--- src/rtl/pin_irq_pkg.sv ---
package pin_irq_pkg;

  typedef enum logic [1:0] {
    SENSE_LEVEL_LOW = 2'd0,
    SENSE_FALL      = 2'd1,
    SENSE_RISE      = 2'd2,
    SENSE_BOTH      = 2'd3
  } sense_e;

  // Write strobes from the register decoder to the datapath
  typedef struct packed {
    logic statusWr;
    logic senseWr;
  } regStrobe_t;

endpackage

--- src/rtl/pin_irq_ctrl.sv ---
module pin_irq_ctrl
  import pin_irq_pkg::*;
#(
  parameter int NUM_PINS   = 8,
  parameter int ADDR_W     = 8,
  parameter int DATA_W     = 32,
  parameter int STATUS_OFS = 'h10,
  parameter int SENSE_OFS  = 'h14
) (
  input  logic                  clk,
  input  logic                  rst_n,
  input  logic                  wrEn,
  input  logic                  rdEn,
  input  logic [ADDR_W-1:0]     addr,
  input  logic [DATA_W-1:0]     wrData,
  input  logic [NUM_PINS-1:0]   statusQ,
  input  logic [2*NUM_PINS-1:0] senseQ,
  output regStrobe_t            strobe,
  output logic [DATA_W-1:0]     rdData
);
  localparam int SENSE_W = 2 * NUM_PINS;
  localparam logic [ADDR_W-1:0] STATUS_ADDR = ADDR_W'(STATUS_OFS);
  localparam logic [ADDR_W-1:0] SENSE_ADDR  = ADDR_W'(SENSE_OFS);

  logic hitStatus;
  logic hitSense;

  assign hitStatus = (addr == STATUS_ADDR);
  assign hitSense  = (addr == SENSE_ADDR);

  always_comb begin
    strobe.statusWr = wrEn && hitStatus;
    strobe.senseWr  = wrEn && hitSense;
  end

  always_comb begin
    rdData = '0;
    if (rdEn) begin
      if (hitStatus)     rdData[NUM_PINS-1:0] = statusQ;
      else if (hitSense) rdData[SENSE_W-1:0]  = senseQ;
    end
  end

  // A sense write is visible in the datapath register on the next cycle
  assert_sense_written_R2: assert property (@(posedge clk) disable iff (!rst_n)
    strobe.senseWr |=> (senseQ == $past(wrData[SENSE_W-1:0])));

endmodule

--- src/rtl/pin_irq_datapath.sv ---
module pin_irq_datapath
  import pin_irq_pkg::*;
#(
  parameter int NUM_PINS    = 8,
  parameter int DATA_W      = 32,
  parameter int SYNC_STAGES = 2
) (
  input  logic                  clk,
  input  logic                  rst_n,
  input  logic [NUM_PINS-1:0]   pinIn,
  input  regStrobe_t            strobe,
  input  logic [DATA_W-1:0]     wrData,
  output logic [NUM_PINS-1:0]   statusQ,
  output logic [2*NUM_PINS-1:0] senseQ
);
  localparam int SENSE_W = 2 * NUM_PINS;

  logic [NUM_PINS-1:0] syncQ [SYNC_STAGES];
  logic [NUM_PINS-1:0] pinSync;
  logic [NUM_PINS-1:0] prevQ;
  logic [NUM_PINS-1:0] riseEv;
  logic [NUM_PINS-1:0] fallEv;
  logic [NUM_PINS-1:0] evt;
  logic [NUM_PINS-1:0] clrMask;
  logic [NUM_PINS-1:0] statusNext;

  // Synchroniser chain, idles high so released pins raise nothing
  always_ff @(posedge clk or negedge rst_n) begin
    if (!rst_n) begin
      for (int s = 0; s < SYNC_STAGES; s++) syncQ[s] <= '1;
      prevQ <= '1;
    end else begin
      syncQ[0] <= pinIn;
      for (int s = 1; s < SYNC_STAGES; s++) syncQ[s] <= syncQ[s-1];
      prevQ <= pinSync;
    end
  end

  assign pinSync = syncQ[SYNC_STAGES-1];
  assign riseEv  = pinSync & ~prevQ;
  assign fallEv  = ~pinSync & prevQ;
  assign clrMask = strobe.statusWr ? ~wrData[NUM_PINS-1:0] : '0;

  always_comb begin
    for (int i = 0; i < NUM_PINS; i++) begin
      unique case (sense_e'(senseQ[2*i +: 2]))
        SENSE_FALL: evt[i] = fallEv[i];
        SENSE_RISE: evt[i] = riseEv[i];
        SENSE_BOTH: evt[i] = riseEv[i] | fallEv[i];
        default:    evt[i] = 1'b0;
      endcase
      if (sense_e'(senseQ[2*i +: 2]) == SENSE_LEVEL_LOW)
        statusNext[i] = ~pinSync[i];
      else
        statusNext[i] = evt[i] | (statusQ[i] & ~clrMask[i]);
    end
  end

  always_ff @(posedge clk or negedge rst_n) begin
    if (!rst_n) begin
      statusQ <= '0;
      senseQ  <= '0;
    end else begin
      statusQ <= statusNext;
      if (strobe.senseWr) senseQ <= wrData[SENSE_W-1:0];
    end
  end

  for (genvar g = 0; g < NUM_PINS; g++) begin : gPinChk
    assert_level_tracks_R6: assert property (@(posedge clk) disable iff (!rst_n)
      (senseQ[2*g +: 2] == 2'd0) |=> (statusQ[g] == ~$past(pinSync[g])));

    assert_clear_edge_mode_R7: assert property (@(posedge clk) disable iff (!rst_n)
      ((senseQ[2*g +: 2] != 2'd0) && clrMask[g] && !evt[g]) |=> !statusQ[g]);

    assert_edge_wins_R8: assert property (@(posedge clk) disable iff (!rst_n)
      ((senseQ[2*g +: 2] != 2'd0) && evt[g]) |=> statusQ[g]);

    assert_no_spurious_set_R10: assert property (@(posedge clk) disable iff (!rst_n)
      ((senseQ[2*g +: 2] != 2'd0) && !evt[g] && !statusQ[g]) |=> !statusQ[g]);
  end

endmodule

--- src/rtl/pin_irq_sense.sv ---
module pin_irq_sense
  import pin_irq_pkg::*;
#(
  parameter int NUM_PINS    = 8,
  parameter int ADDR_W      = 8,
  parameter int DATA_W      = 32,
  parameter int SYNC_STAGES = 2,
  parameter int STATUS_OFS  = 'h10,
  parameter int SENSE_OFS   = 'h14
) (
  input  logic                clk,
  input  logic                rst_n,
  input  logic [NUM_PINS-1:0] pinIn,
  input  logic                wrEn,
  input  logic                rdEn,
  input  logic [ADDR_W-1:0]   addr,
  input  logic [DATA_W-1:0]   wrData,
  output logic [DATA_W-1:0]   rdData,
  output logic [NUM_PINS-1:0] irqOut
);
  regStrobe_t            strobe;
  logic [NUM_PINS-1:0]   statusQ;
  logic [2*NUM_PINS-1:0] senseQ;

  pin_irq_ctrl #(
    .NUM_PINS(NUM_PINS), .ADDR_W(ADDR_W), .DATA_W(DATA_W),
    .STATUS_OFS(STATUS_OFS), .SENSE_OFS(SENSE_OFS)
  ) ctrl_i (
    .clk(clk), .rst_n(rst_n), .wrEn(wrEn), .rdEn(rdEn), .addr(addr),
    .wrData(wrData), .statusQ(statusQ), .senseQ(senseQ),
    .strobe(strobe), .rdData(rdData)
  );

  pin_irq_datapath #(
    .NUM_PINS(NUM_PINS), .DATA_W(DATA_W), .SYNC_STAGES(SYNC_STAGES)
  ) dp_i (
    .clk(clk), .rst_n(rst_n), .pinIn(pinIn), .strobe(strobe),
    .wrData(wrData), .statusQ(statusQ), .senseQ(senseQ)
  );

  assign irqOut = statusQ;

endmodule

--- config.mk ---
export PLATFORM = sky130hd
export DESIGN_NAME = pin_irq_sense
export DESIGN_NICKNAME = d
export VERILOG_FILES = /design/src/rtl/pin_irq_pkg.sv /design/src/rtl/pin_irq_ctrl.sv /design/src/rtl/pin_irq_datapath.sv /design/src/rtl/pin_irq_sense.sv
export SDC_FILE = /design/constraint.sdc
export NUM_CORES = 1
export LEC_CHECK = 0
export BUFFER_PORTS_ARGS = -buffer_cell sky130_fd_sc_hd__buf_2
export CORE_MARGIN = 3
export CORE_UTILIZATION = 35
export CTS_CLUSTER_DIAMETER = 50
export DETAILED_ROUTE_END_ITERATION = 10
export MAX_ROUTING_LAYER = met4
export PLACE_DENSITY = 0.57
export RECOVER_POWER = 25
export SLEW_MARGIN = 20
export SYNTH_ARGS = -nofsm -noshare
export SYNTH_HDL_FRONTEND = slang
export SYNTH_SLANG_ARGS = --single-unit
--- constraint.sdc ---
create_clock -name clk -period 1.76 [get_ports clk]
set_input_delay 0.088 -clock clk [delete_from_list [all_inputs] [get_ports clk]]
set_output_delay 0.088 -clock clk [all_outputs]
set_load 0.03 [all_outputs]
Word level (Yosys, flattened, before mapping)
Index checks and enable logic that the tools add are counted.
{"block": "word_totals", "regBits": 48, "input_bits": 52, "out_inout_bits": 40, "wordCells": 107}
{"block": "op_classes", "n_eq_ne": 26, "mux": 21, "n_bitwise": 45, "n_reduce_logical": 10}
{"operator": "== test 2 bit (second input constant)", "n": 16}
{"operator": "two-way mux 16 bit", "n": 2}
{"operator": "two-way mux 8 bit", "n": 3}
{"operator": "NOT 8 bit", "n": 3}
{"operator": "case mux 1 bit (3 select lines)", "n": 8}
{"operator": "AND 8 bit", "n": 2}
{"operator": "== test 2 x 1 -> 1 bit (second input constant)", "n": 8}
{"operator": "== test 8 x 5 -> 1 bit (second input constant)", "n": 2}
{"operator": "logical NOT 2 bit", "n": 8}
{"operator": "NOT 1 bit", "n": 16}
{"operator": "OR 1 bit", "n": 16}
{"operator": "AND 1 bit", "n": 8}
{"operator": "two-way mux 1 bit", "n": 8}
{"operator": "logical AND 1 bit", "n": 2}

Longest topological paths before layout
{"block": "depth", "word_depth": 7, "ltp_mapped": 6}

By module
A second synthesis with hierarchy kept.
{"block": "hier_totals", "cells_unflattened": 226, "area_unflattened_um2": 2567.5}
{"mod": "pin_irq_datapath", "instances": 1, "cells_per_inst": 163, "area_per_inst_um2": 2085.8, "seq_area_each_um2": 1231.2}
{"mod": "pin_irq_ctrl", "instances": 1, "cells_per_inst": 63, "area_per_inst_um2": 481.7, "seq_area_each_um2": 0.0}

Least setup slack after synthesis
OpenSTA, ideal clock, no wires.
{"block": "synth_path", "path_kind": "input -> output", "start": "input addr[5]", "end": "output rdData[8]", "t_arrival_ps": 2063, "required_ps": 1672, "slack_ps": -391, "path_stages": 5, "cell_sequence": "or4b_1 > buf_2 > or4_1 > buf_2 > nor3_1"}
{"block": "synth_between", "elab_chain_len": 4, "elab_cells_between_ends": 5}
{"item": "start: declaration", "line_no": "pin_irq_sense.sv:16", "source": "input logic [ADDR_W-1:0] addr,"}
{"item": "== test 8 x 5 -> 1 bit", "line_no": "pin_irq_ctrl.sv:29", "source": "assign hitSense = (addr == SENSE_ADDR);"}
{"item": "two-way mux 16 bit", "line_no": "pin_irq_ctrl.sv:40", "source": "else if (hitSense) rdData[SENSE_W-1:0] = senseQ;"}
{"item": "two-way mux 8 bit (*)", "line_no": "pin_irq_ctrl.sv:39", "source": "if (hitStatus) rdData[NUM_PINS-1:0] = statusQ;"}
{"item": "two-way mux 16 bit (*)", "line_no": "pin_irq_ctrl.sv:38", "source": "if (rdEn) begin"}
{"item": "end: declaration", "line_no": "pin_irq_sense.sv:18", "source": "output logic [DATA_W-1:0] rdData,"}
Mark *: on every way between the ends. The rest lies on a longest branch, timed or not.

Worst setup path after layout
{"block": "layout_path", "start": "input addr[5]", "end": "output rdData[6]"}
The elaborated chain is that of the path after synthesis.

==> summary.md <==
| Metric | Value |
|---|---|
| Clock share of power | 29.9% |
| CTS Buffer Depth | 2 |
| Failing checks | negative setup slack |
| Final hold vios | 0 |
| Final period util | 100.1% |
| Slew HR | 23.80% |
| Routed len/inst | 13.30 um |
| Reg power frac | 55.3% |
| Syn-to-layout area delta | 28.93% |
| P_leak | 1.536 nW |
| Measured slew at the worst slew-check pin | 1.143 ns |
| Via Count | 1,695 |
| Total Routing Usage GR | 13.24% |
| Net Sw Frac | 26.95% |
| Setup Buffers After CTS | 0 |
| Placed insts | 364 |
| H-tree levels | 2 |
| Initial antenna violation count | 0 |
| Final ANT Viol Nets | 0 |
| Latest clock arrival within the worst-skew pair | 0.29 ns |
| First DRT Iteration DRCs | 105 |
| Psw | 0.6035 mW |
| Setup violators final | 2 |
| Max-slew violations | 0 |
| Area of the die | 0.008074 mm^2 |
| Min Tclk post-route | 1.762 ns |
| CTS root buffer | clkbuf_8 |
| RSZ-0062 raised after global routing | yes |
| Critical path capture point type | output pin |
| Drt drc | 0 |
| Largest net degree at the start of global routing | 30 |
| Hold Crit Class | primary input to flip-flop |
| TritonCTS clock tree | built |
| Clk_skew | 0.003891 ns |
| Die W | 89.86 um |
| DP HPWL | 3.835 mm |
| Top Ports | 92 |
| Internal | 1.636 mW |
| Register area share after synthesis | 50.03% |
| FMAX | 567.6 MHz |
| Mapped Avg Cell Area | 11.66 um^2 |
| Number of max-cap violations | 0 |
| First-pass GRT wire length | 8.342 mm |
| Filler cells | 594 |
| Post-route design area | 0.003173 mm^2 |
| Post-Layout Cell Count | 381 |
| RD Place Congestion | 0.7520 |
| Post-Synthesis Cell Area | 0.002461 mm^2 |
| Final worst slack | -0.001883 ns |
| Most frequent cells in the layout | 45 x buf_2, 24 x dfrtp_1, 20 x inv_1 |
| Die Y | 89.86 um |
| Required time worst endpoint | 1.67 ns |
| Core region area | 0.006568 mm^2 |
| Yosys reg bits | 48 |
| Site row count | 29 |
| TritonCTS buffer count | 5 |
| Setup CP Type | primary input to output pin |
| Final nets | 355 |
| GRT overflow | 0 |
| Cells after Synth | 211 |
| Main flop type after synthesis | dfstp_2 |
| Status | finished, violations left |
| VDD IR max | 0.0004544 V |
| Drt pass-1 iters | 3 |
| Share of layout cells above drive strength 1 | 41.32% |
| Setup TNS Final | -0.003754 ns |
| YS warnings | 0 |
| Yosys cell types | 29 |
| Vias in the first global route | 1,695 |
| Post-synth EDFFs | 0 |
| Commonest non-fill, non-tap cell in the layout | buf_2 |
| PwrDens | 705.9 mW/mm^2 |
| Comb pwr share | 14.8% |
| Worst Path Arrival | 1.67 ns |
| Via density | 4.449 |
| Critical path fanouts, max | 5 |
| Final wirelength | 5.068 mm |
| Clock slew seen by the registers of the worst setup and hold paths | 0.08 ns |
| Cell Area, Placed | 0.002864 mm^2 |
| Setup crit start kind | primary input |
| Buffers on Ports | 59 |
| Clock sink total | 48 |
| Util after Layout | 48.31% |
| Async SR Flop Fraction | 100.0% |
| Initial Util | 37.47% |
| # diodes | 0 |
## state kept, by name, indices dropped and copies added, names as in the netlist
signal        cells
dp_i.syncQ        8
dp_i.prevQ        8
dp_i.pinSync      8
dp_i.senseQ      16
dp_i.statusQ      8
## layer usage
metal	routed length (um)	global-route usage, %
met1	2370	17.28
met2	2327	20.80
met3	305	3.005
met4	65	3.827
met5	0	-
## kinds of logic after synthesis
logic type | share of synthesized area (%)
flip-flops | 50.03
AND/OR/NAND/NOR | 10.01
buffers and inverters | 10.52
AO/OA/AOI/OAI | 9.050
multiplexers | 12.10
adder cells (fa/ha/maj) | 8.134
other | 0.1524
## per-stage QoR
stage / setup slack [ns] / hold WS, ns / total power [mW]
after floorplan: -0.07700 / -0.2076 / 1.474
after global placement: -0.1196 / 0.07864 / 1.569
after detailed placement: -0.1553 / 0.07216 / 1.574
after CTS: -0.01278 / 0.006276 / 2.271
after global routing: -0.03742 / 0.003075 / 2.370
final: -0.001883 / 0.01602 / 2.240
## repair_timing
action,in CTS,in global routing
hold endpoints to repair,16,0
gates resized for setup,26,10
endpoints found under the setup margin,16,16
hold buffers,9,0
## critical path: stages
cell and delay [ns]:
buf_6 0.09, or4b_4 0.55, or4_4 0.51, buf_6 0.17
nor2_2 0.13, buf_6 0.14
## cells in the mapped netlist (2+ instances only)
cell / count / area (um^2)
dfrtp_1: 24 / 600.6
nand2b_1: 4 / 25.02
buf_6: 2 / 22.52
buf_2: 2 / 10.01
o31ai_1: 5 / 37.54
inv_1: 20 / 75.07
o21ai_0: 6 / 30.03
mux2i_1: 8 / 80.08
nor4_1: 9 / 56.30
and3_1: 7 / 43.79
nand2_1: 8 / 30.03
buf_4: 16 / 120.1
clkbuf_1: 2 / 7.510
o221ai_1: 8 / 70.07
ha_1: 16 / 200.2
nor2_1: 13 / 48.80
a21oi_1: 5 / 25.02
o211ai_1: 8 / 60.06
mux2_4: 10 / 150.1
dfstp_2: 24 / 630.6
mux2_2: 6 / 67.56
## path summary, 6_finish.rpt
check,depth (start not counted),slack (ns),start,endpoint
min,2,0.02,wrData[8],dp_i.senseQ[8]
max,6,-0.002,addr[5],rdData[6]
min reg2reg,0,0.36,dp_i.syncQ[8],dp_i.pinSync[0]
max reg2reg,5,0.49,dp_i.prevQ[5],dp_i.statusQ[5]
max in group asynchronous,3,0.42,rst_n,dp_i.syncQ[11]
min in group asynchronous,2,0.54,rst_n,dp_i.senseQ[8]
## power by group through the flow
stage | Clock, mW | Sequential, mW | Combinational (mW)
2_1_floorplan | 0 | 1.28 | 0.193
3_3_place_gp | 0 | 1.26 | 0.305
3_5_place_dp | 0 | 1.26 | 0.310
4_1_cts | 0.696 | 1.24 | 0.331
5_1_grt | 0.752 | 1.25 | 0.366
6_report | 0.670 | 1.24 | 0.332
## layout make-up
type	instances	area [um^2]	share of cell area [%]
clock buffers	8	90.09	2.839
repair buffers	78	549.3	17.31
well taps	93	116.4	3.667
inverters	20	75.07	2.366
flip-flops and latches	48	1231	38.80
multi-input cells	134	1111	35.02
Note: power is estimated with default switching activity, not from simulation.
